[src/rtl/bs_pkg.sv]
package bs_pkg;

    typedef enum logic [1:0] {
        MODE_FLAT  = 2'b00,
        MODE_PWM   = 2'b01,
        MODE_FADE  = 2'b10,
        MODE_PWM_B = 2'b11
    } bright_mode_e;

    // bank code 11 aliases bank 2
    function automatic logic [1:0] bank_of(input logic [1:0] sel);
        return (sel == 2'b11) ? 2'd2 : sel;
    endfunction

endpackage

[src/rtl/frac_div.sv]
// Serial restoring divider: quo = floor(num * 2^Q_W / den), valid when num < den.
module frac_div #(
    parameter int NUM_W = 16,
    parameter int Q_W   = 8
) (
    input  logic             clk,
    input  logic             rst_n,
    input  logic             start,
    input  logic [NUM_W-1:0] num,
    input  logic [NUM_W-1:0] den,
    output logic             done,
    output logic [Q_W-1:0]   quo
);
    localparam int CNT_W = $clog2(Q_W + 1);

    typedef struct packed {
        logic             busy;
        logic [CNT_W-1:0] cnt;
        logic [NUM_W-1:0] rem;
        logic [NUM_W-1:0] den;
        logic [Q_W-1:0]   quo;
        logic             done;
    } div_st_t;

    div_st_t q, d;
    logic [NUM_W:0] sh_d, diff_d;
    logic           take_d;

    always_comb begin
        d      = q;
        d.done = 1'b0;
        sh_d   = {q.rem, 1'b0};
        diff_d = sh_d - {1'b0, q.den};
        take_d = (sh_d >= {1'b0, q.den});
        if (start) begin
            d.busy = 1'b1;
            d.cnt  = '0;
            d.rem  = num;
            d.den  = den;
            d.quo  = '0;
        end else if (q.busy) begin
            d.rem = take_d ? NUM_W'(diff_d) : NUM_W'(sh_d);
            d.quo = {q.quo[Q_W-2:0], take_d};
            if (q.cnt == CNT_W'(Q_W - 1)) begin
                d.busy = 1'b0;
                d.done = 1'b1;
            end else begin
                d.cnt = q.cnt + 1'b1;
            end
        end
    end

    always_ff @(posedge clk or negedge rst_n) begin
        if (!rst_n) q <= '0;
        else        q <= d;
    end

    assign done = q.done;
    assign quo  = q.quo;

    // the meter hands over a high count below the period
    a_r4_operand_order: assert property (@(posedge clk) disable iff (!rst_n)
        start |-> (num < den));
    // a period is long enough for the previous division to finish
    a_r4_no_overlap: assert property (@(posedge clk) disable iff (!rst_n)
        start |-> !q.busy);

endmodule

[src/rtl/duty_meter.sv]
// Measures PWM duty as a 9-bit factor (256 = full); falls back to level after a timeout.
// Requires 2*TIMEOUT_CYC < 2**PER_W.
module duty_meter #(
    parameter int PER_W       = 16,
    parameter int FRAC_W      = 8,
    parameter int TIMEOUT_CYC = 15000
) (
    input  logic            clk,
    input  logic            rst_n,
    input  logic            pwm_in,
    output logic [FRAC_W:0] duty
);
    localparam int IDLE_W = $clog2(TIMEOUT_CYC + 1);
    localparam logic [FRAC_W:0] FULL = (FRAC_W + 1)'(1) << FRAC_W;

    typedef struct packed {
        logic [1:0]        sync;
        logic              lvl;
        logic [PER_W-1:0]  per;
        logic [PER_W-1:0]  hi;
        logic [IDLE_W-1:0] idle;
        logic              armed;
        logic [FRAC_W:0]   duty;
    } meter_st_t;

    meter_st_t q, d;
    logic pwm_s, rise, edge_any, steady, div_start, div_done;
    logic [FRAC_W-1:0] div_quo;

    assign pwm_s     = q.sync[1];
    assign rise      = pwm_s & ~q.lvl;
    assign edge_any  = pwm_s ^ q.lvl;
    assign steady    = (q.idle == IDLE_W'(TIMEOUT_CYC)) && !edge_any;
    assign div_start = rise & q.armed;

    frac_div #(.NUM_W(PER_W), .Q_W(FRAC_W)) u_div (
        .clk   (clk),
        .rst_n (rst_n),
        .start (div_start),
        .num   (q.hi),
        .den   (q.per),
        .done  (div_done),
        .quo   (div_quo)
    );

    always_comb begin
        d      = q;
        d.sync = {q.sync[0], pwm_in};
        d.lvl  = pwm_s;
        if (rise) begin
            d.per = PER_W'(1);
            d.hi  = PER_W'(1);
        end else begin
            if (q.per != '1)          d.per = q.per + 1'b1;
            if (pwm_s && q.hi != '1)  d.hi  = q.hi + 1'b1;
        end
        if (edge_any)                              d.idle = '0;
        else if (q.idle != IDLE_W'(TIMEOUT_CYC))   d.idle = q.idle + 1'b1;
        if (rise)        d.armed = 1'b1;
        else if (steady) d.armed = 1'b0;
        if (div_done) d.duty = {1'b0, div_quo};
        if (steady)   d.duty = pwm_s ? FULL : '0;
    end

    always_ff @(posedge clk or negedge rst_n) begin
        if (!rst_n) q <= '0;
        else        q <= d;
    end

    assign duty = q.duty;

    // after a silent timeout the factor is one of the two level values
    a_r5_steady_level: assert property (@(posedge clk) disable iff (!rst_n)
        steady |=> (q.duty == '0 || q.duty == FULL));

endmodule

[src/rtl/factor_gate.sv]
// Holds the applied factor; adopts the candidate at a colour start only once it is old enough.
module factor_gate #(
    parameter int F_W         = 9,
    parameter int TIMEOUT_CYC = 15000
) (
    input  logic           clk,
    input  logic           rst_n,
    input  logic           start,
    input  logic [F_W-1:0] cand,
    output logic [F_W-1:0] f_now
);
    localparam int AGE_W = $clog2(TIMEOUT_CYC + 1);

    typedef struct packed {
        logic [F_W-1:0]   prev;
        logic [AGE_W-1:0] age;
        logic [F_W-1:0]   app;
    } gate_st_t;

    gate_st_t q, d;
    logic ripe;

    assign ripe  = (q.age == AGE_W'(TIMEOUT_CYC)) && (cand == q.prev);
    assign f_now = (start && ripe) ? cand : q.app;

    always_comb begin
        d      = q;
        d.prev = cand;
        if (cand != q.prev)                        d.age = '0;
        else if (q.age != AGE_W'(TIMEOUT_CYC))     d.age = q.age + 1'b1;
        if (start && ripe) d.app = cand;
    end

    always_ff @(posedge clk or negedge rst_n) begin
        if (!rst_n) q <= '0;
        else        q <= d;
    end

    // a start with an unripe candidate keeps the applied factor
    a_r8_defer: assert property (@(posedge clk) disable iff (!rst_n)
        (start && !ripe) |=> (q.app == $past(q.app)));
    // the applied factor moves only at a colour start
    a_r8_idle_hold: assert property (@(posedge clk) disable iff (!rst_n)
        !start |=> $stable(q.app));

endmodule

[src/rtl/brightness_scaler.sv]
module brightness_scaler
    import bs_pkg::*;
#(
    parameter int CODE_W      = 10,
    parameter int LO_W        = 8,
    parameter int FRAC_W      = 8,
    parameter int PER_W       = 16,
    parameter int TIMEOUT_CYC = 15000
) (
    input  logic                   clk,
    input  logic                   rst_n,
    input  logic                   pwm_in,
    input  logic [2:0]             col_en,
    input  logic [1:0]             bank_sel,
    input  logic [1:0]             mode,
    input  logic [FRAC_W-1:0]      fader,
    input  logic [9*LO_W-1:0]      set_lo,
    input  logic [9*(CODE_W-LO_W)-1:0] set_hi,
    output logic [CODE_W-1:0]      code_r,
    output logic [CODE_W-1:0]      code_g,
    output logic [CODE_W-1:0]      code_b
);
    localparam int N_CH  = 3;
    localparam int N_SET = 9;
    localparam int HI_W  = CODE_W - LO_W;
    localparam int F_W   = FRAC_W + 1;
    localparam int SI_W  = $clog2(N_SET);
    localparam int P_W   = CODE_W + F_W;
    localparam logic [F_W-1:0] FULL = F_W'(1) << FRAC_W;

    typedef struct packed {
        logic [N_CH-1:0]             en;
        logic [N_CH-1:0][CODE_W-1:0] code;
    } top_st_t;

    top_st_t q, d;
    logic                        start;
    logic [F_W-1:0]              duty, cand, f_now;
    logic [1:0]                  bidx;
    logic [N_CH-1:0][CODE_W-1:0] sett, scaled;

    assign start = |(col_en & ~q.en);
    assign bidx  = bank_of(bank_sel);

    duty_meter #(.PER_W(PER_W), .FRAC_W(FRAC_W), .TIMEOUT_CYC(TIMEOUT_CYC)) u_meter (
        .clk    (clk),
        .rst_n  (rst_n),
        .pwm_in (pwm_in),
        .duty   (duty)
    );

    always_comb begin
        case (bright_mode_e'(mode))
            MODE_FLAT: cand = FULL;
            MODE_FADE: cand = {1'b0, fader} + F_W'(fader[FRAC_W-1]);
            default:   cand = duty;
        endcase
    end

    factor_gate #(.F_W(F_W), .TIMEOUT_CYC(TIMEOUT_CYC)) u_gate (
        .clk   (clk),
        .rst_n (rst_n),
        .start (start),
        .cand  (cand),
        .f_now (f_now)
    );

    for (genvar c = 0; c < N_CH; c++) begin : g_ch
        logic [SI_W-1:0] sidx;
        logic [P_W-1:0]  prod;
        assign sidx      = SI_W'(bidx) * SI_W'(N_CH) + SI_W'(c);
        assign sett[c]   = {set_hi[sidx*HI_W +: HI_W], set_lo[sidx*LO_W +: LO_W]};
        assign prod      = P_W'(sett[c]) * P_W'(f_now);
        assign scaled[c] = CODE_W'(prod >> FRAC_W);

        // a scaled code never exceeds the setting it came from
        a_r6_bound: assert property (@(posedge clk) disable iff (!rst_n)
            start |=> (q.code[c] <= $past(sett[c])));
    end

    always_comb begin
        d    = q;
        d.en = col_en;
        if (start) d.code = scaled;
    end

    always_ff @(posedge clk or negedge rst_n) begin
        if (!rst_n) q <= '0;
        else        q <= d;
    end

    assign code_r = q.code[0];
    assign code_g = q.code[1];
    assign code_b = q.code[2];

    // codes hold between colour starts
    a_r7_hold: assert property (@(posedge clk) disable iff (!rst_n)
        !start |=> $stable(q.code));

endmodule

[config.mk]
export PLATFORM = sky130hd
export DESIGN_NAME = brightness_scaler
export DESIGN_NICKNAME = d
export VERILOG_FILES = /design/src/rtl/bs_pkg.sv /design/src/rtl/frac_div.sv /design/src/rtl/duty_meter.sv /design/src/rtl/factor_gate.sv /design/src/rtl/brightness_scaler.sv
export SDC_FILE = /design/constraint.sdc
export NUM_CORES = 1
export LEC_CHECK = 0
export BUFFER_PORTS_ARGS = -buffer_cell sky130_fd_sc_hd__buf_2
export CORE_ASPECT_RATIO = 0.75
export CORE_MARGIN = 4
export CORE_UTILIZATION = 43
export CTS_CLUSTER_SIZE = 28
export DETAILED_ROUTE_END_ITERATION = 16
export PLACE_DENSITY = 0.64
export SLEW_MARGIN = 20
export SYNTH_ARGS = -nofsm -noshare
export SYNTH_HDL_FRONTEND = slang
export SYNTH_SLANG_ARGS = --single-unit
[constraint.sdc]
create_clock -name clk -period 10 [get_ports clk]
set_input_delay 1.5 -clock clk [delete_from_list [all_inputs] [get_ports clk]]
set_output_delay 1.5 -clock clk [all_outputs]
set_load 0.01 [all_outputs]
==> flow_summary_export.csv <==
group,metric,value,unit
final_layout,drive_above_1_share,10.7,%
timing,rsz0062_at_grt,"false",
setup_path,arrival,9.15,ns
power_and_ir_drop,power.density,128,nW/um^2
synth,synth-xor-area-share,4.27,%
min_path,min_path_type,"reg -> reg",
clock_network,clk_latency,0.43,ns
synth,synthAdderAreaFrac,28.7,%
clock_network,clock_sinks,170,
floorplanning,die_area,42900,sq um
synth,synthMuxAreaShare,4.33,%
synth,avgSynthCellArea,8.76,sq um
synth,syn-num-nets,2344,
synth,synth_ff_type,"dfrtp_1",
setup_path,path_class,"in -> reg",
global_routing,grt_busiest_layer,"met1",
clock_network,clk_pin_slew,0.07,ns
timing,min_period,8.78,ns
timing,finalWorstSetupSlack,1.22,ns
setup_path,path_max_fanout,25,
clock_network,cts_setup_buffers,0,
final_layout,nets,2426,
clock_network,cts_buffer_depth,2,
timing,max_freq,114,MHz
clock_network,hold_buffers,0,
floorplanning,core,38700,sq um
final_layout,area.growth.synth_to_final,9.71,%
floorplanning,dieHeight,180,um
global_routing,use_met2,29.0,%
final_layout,final_cell_mix,"inv_1 (255), nor2_1 (242), nand2_1 (221), dfrtp_1 (170), fa_1 (166)",
global_routing,grt_pass1_vias,13200,
timing,setup_violations,0,
timing,max-slew-margin-rel,29.2,%
clock_network,cts_tree,"done",
final_layout,multiInputGateArea,11400,sq um
timing,slew_violations,0,
synth,synth-seq-cells,170,
placed_design,io_buffers,137,
synth,synthSimpleGateAreaFrac,19.3,%
final_layout,seq_area,4250,sq um
clock_network,post_cts_resized,0,
clock_network,cts_inserted_buffers,17,
route,num_vias,13400,
synth,syn_area,17000,sq um
floorplanning,io_pins,138,
synth,async_reset_ff_share,100,%
timing,min_period_over_period,87.8,%
clock_network,htreeDepth,4,
final_layout,layout_commonest_cell,"inv_1",
global_routing,groute.layer.met1.usage,30.7,%
timing,fin_tns_setup,0,ns
route,drc_errors,0,
final_layout,fillers,3630,
job,cap_violations,0,
global_routing,grt-ovfl-total,0,
synth,synth_edf_count,0,
synth,synth_top_family_by_area,"adder cells",
timing,holdWs,0.356,ns
placed_design,preCtsSetupSlack,0.814,ns
global_routing,grtUsageMet3,3.95,%
global_routing,antenna_found_initial,0,
global_routing,grt_use_total,19.9,%
route,ant_nets,0,
route,vias_per_cell,5.26,
synth,synth_cells,1945,
final_layout,antenna_cells,0,
route,wl_per_cell,16.6,um
route,first_pass_iters,5,
setup_path,end_kind,"flip-flop",
route,drt_iter0_markers,1079,
synth,yosysUniqueCellTypes,71,
placed_design,routabilityCongestion,0.927,
final_layout,finalCoreUtilization,48.3,%
power_and_ir_drop,peakVddDrop,0.118,mV
floorplanning,die-width,238,um
setup_path,cp.required,10.37,ns
route,routed_wl,42500,um
synth,yosys_warnings,0,
setup_path,critPathLaunchType,"input port",
power_and_ir_drop,p_leak,9.46,nW
global_routing,grt_max_degree,115,
synth,synth-compound-area-share,9.95,%
floorplanning,row_count,62,
clock_network,clock-root-buffer,"clkbuf_16",
status,outcome,"completed",
floorplanning,start_util,44.0,%
global_routing,grt_first_pass_wirelength,69500,um
placed_design,detailedPlacementHpwl,33700,um
synth,synth-seq-area-share,25.0,%
timing,worst_slew_pin_slew,1.06,ns
timing,hold_violations,0,
timing,skew,0.0114,ns
-- worst paths after layout --
check	slack (ns)	from	cells past startpoint	endpoint
worst max-delay path	1.22	fader[7]	27	code_r[9]
worst min-delay path	0.36	u_meter.d[58]	0	u_meter.d[56]
worst max register to register	2.15	u_gate.q[17]	24	code_r[9]
worst min register to register	0.36	u_meter.d[58]	0	u_meter.d[56]
max in group asynchronous	7.45	rst_n	2	u_meter.q[19]
min in group asynchronous	1.19	rst_n	1	u_meter.u_div.q[13]
-- synthesized netlist by cell type (20+ instances only) --
library cell / n / area (sq um)
nor2_1: 242 / 908
nand2_1: 221 / 830
and2_1: 23 / 144
o21ai_0: 82 / 410
dfrtp_1: 170 / 4250
buf_4: 30 / 225
mux2i_1: 70 / 701
inv_1: 255 / 957
nor3_1: 30 / 150
fa_1: 166 / 3320
a21oi_1: 62 / 310
nand3_1: 41 / 205
xor2_1: 43 / 377
nand4_1: 20 / 125
clkbuf_1: 57 / 214
o21a_1: 31 / 233
ha_1: 125 / 1560
xnor2_1: 40 / 350
-- cell type report --
class	instances	area share [%]
timing repair buffer	159	4.60
clock inverter	15	1.01
multi-input combinational	1424	60.8
tap	512	3.43
sequential	170	22.8
clock buffer	17	2.28
inverter	255	5.12
-- layer usage --
layer	share of wire (%)	wire length (um)	vias to the layer above
li1	-	-	6494
met1	49	21000	6550
met2	43	18300	358
met3	6.4	2710	31
met4	1.0	438	0
met5	0	0	-
-- registers in the layout (all words and copies together) (netlist names) --
| name | flops |
|---|---|
| u_gate.q | 32 |
| q | 3 |
| u_meter.u_div.done | 1 |
| u_meter.u_div.q | 37 |
| code_r | 10 |
| u_meter.duty | 9 |
| code_b | 10 |
| u_meter.d | 2 |
| code_g | 10 |
| u_meter.q | 48 |
| u_meter.u_div.quo | 8 |
-- power by group --
part / switching, mW / leakage, nW / internal, mW
registers: 0.0907 / 2.27 / 0.794
logic: 0.472 / 6.89 / 0.335
clock network: 0.293 / 0.294 / 0.398
-- kinds of logic after synthesis --
kind of cell | after synthesis
compound gates | 270
xor+xnor | 83
mux | 73
simple gates | 707
buf+inv | 351
fa+ha+maj | 291
flops | 170
-- critical path, cell delays in order --
cell	delay, ns
buf_2	0.12
ha_1	0.21
ha_1	0.22
xnor2_1	0.15
o221ai_1	0.19
o211ai_1	0.15
or4_1	0.64
nor4_4	0.59
buf_4	0.28
mux2_2	0.53
nand2_1	0.14
fa_1	0.51
inv_1	0.05
fa_1	0.47
fa_1	0.49
inv_1	0.06
fa_1	0.54
inv_1	0.05
ha_1	0.35
a21o_1	0.20
a21oi_1	0.17
nor2b_1	0.09
nor4_1	0.32
a211oi_2	0.18
a311o_1	0.42
or4_1	0.42
nand3_1	0.10
-- per-stage QoR --
step	cells	cell area, sq um	power, mW
after floorplan	1945	17000	1.48
after global placement	2520	18100	1.67
after detailed placement	2520	18100	1.69
after CTS	2552	18700	2.39
after global routing	2552	18700	2.54
final	2552	18700	2.38
Power figures use the tool's default switching activity.
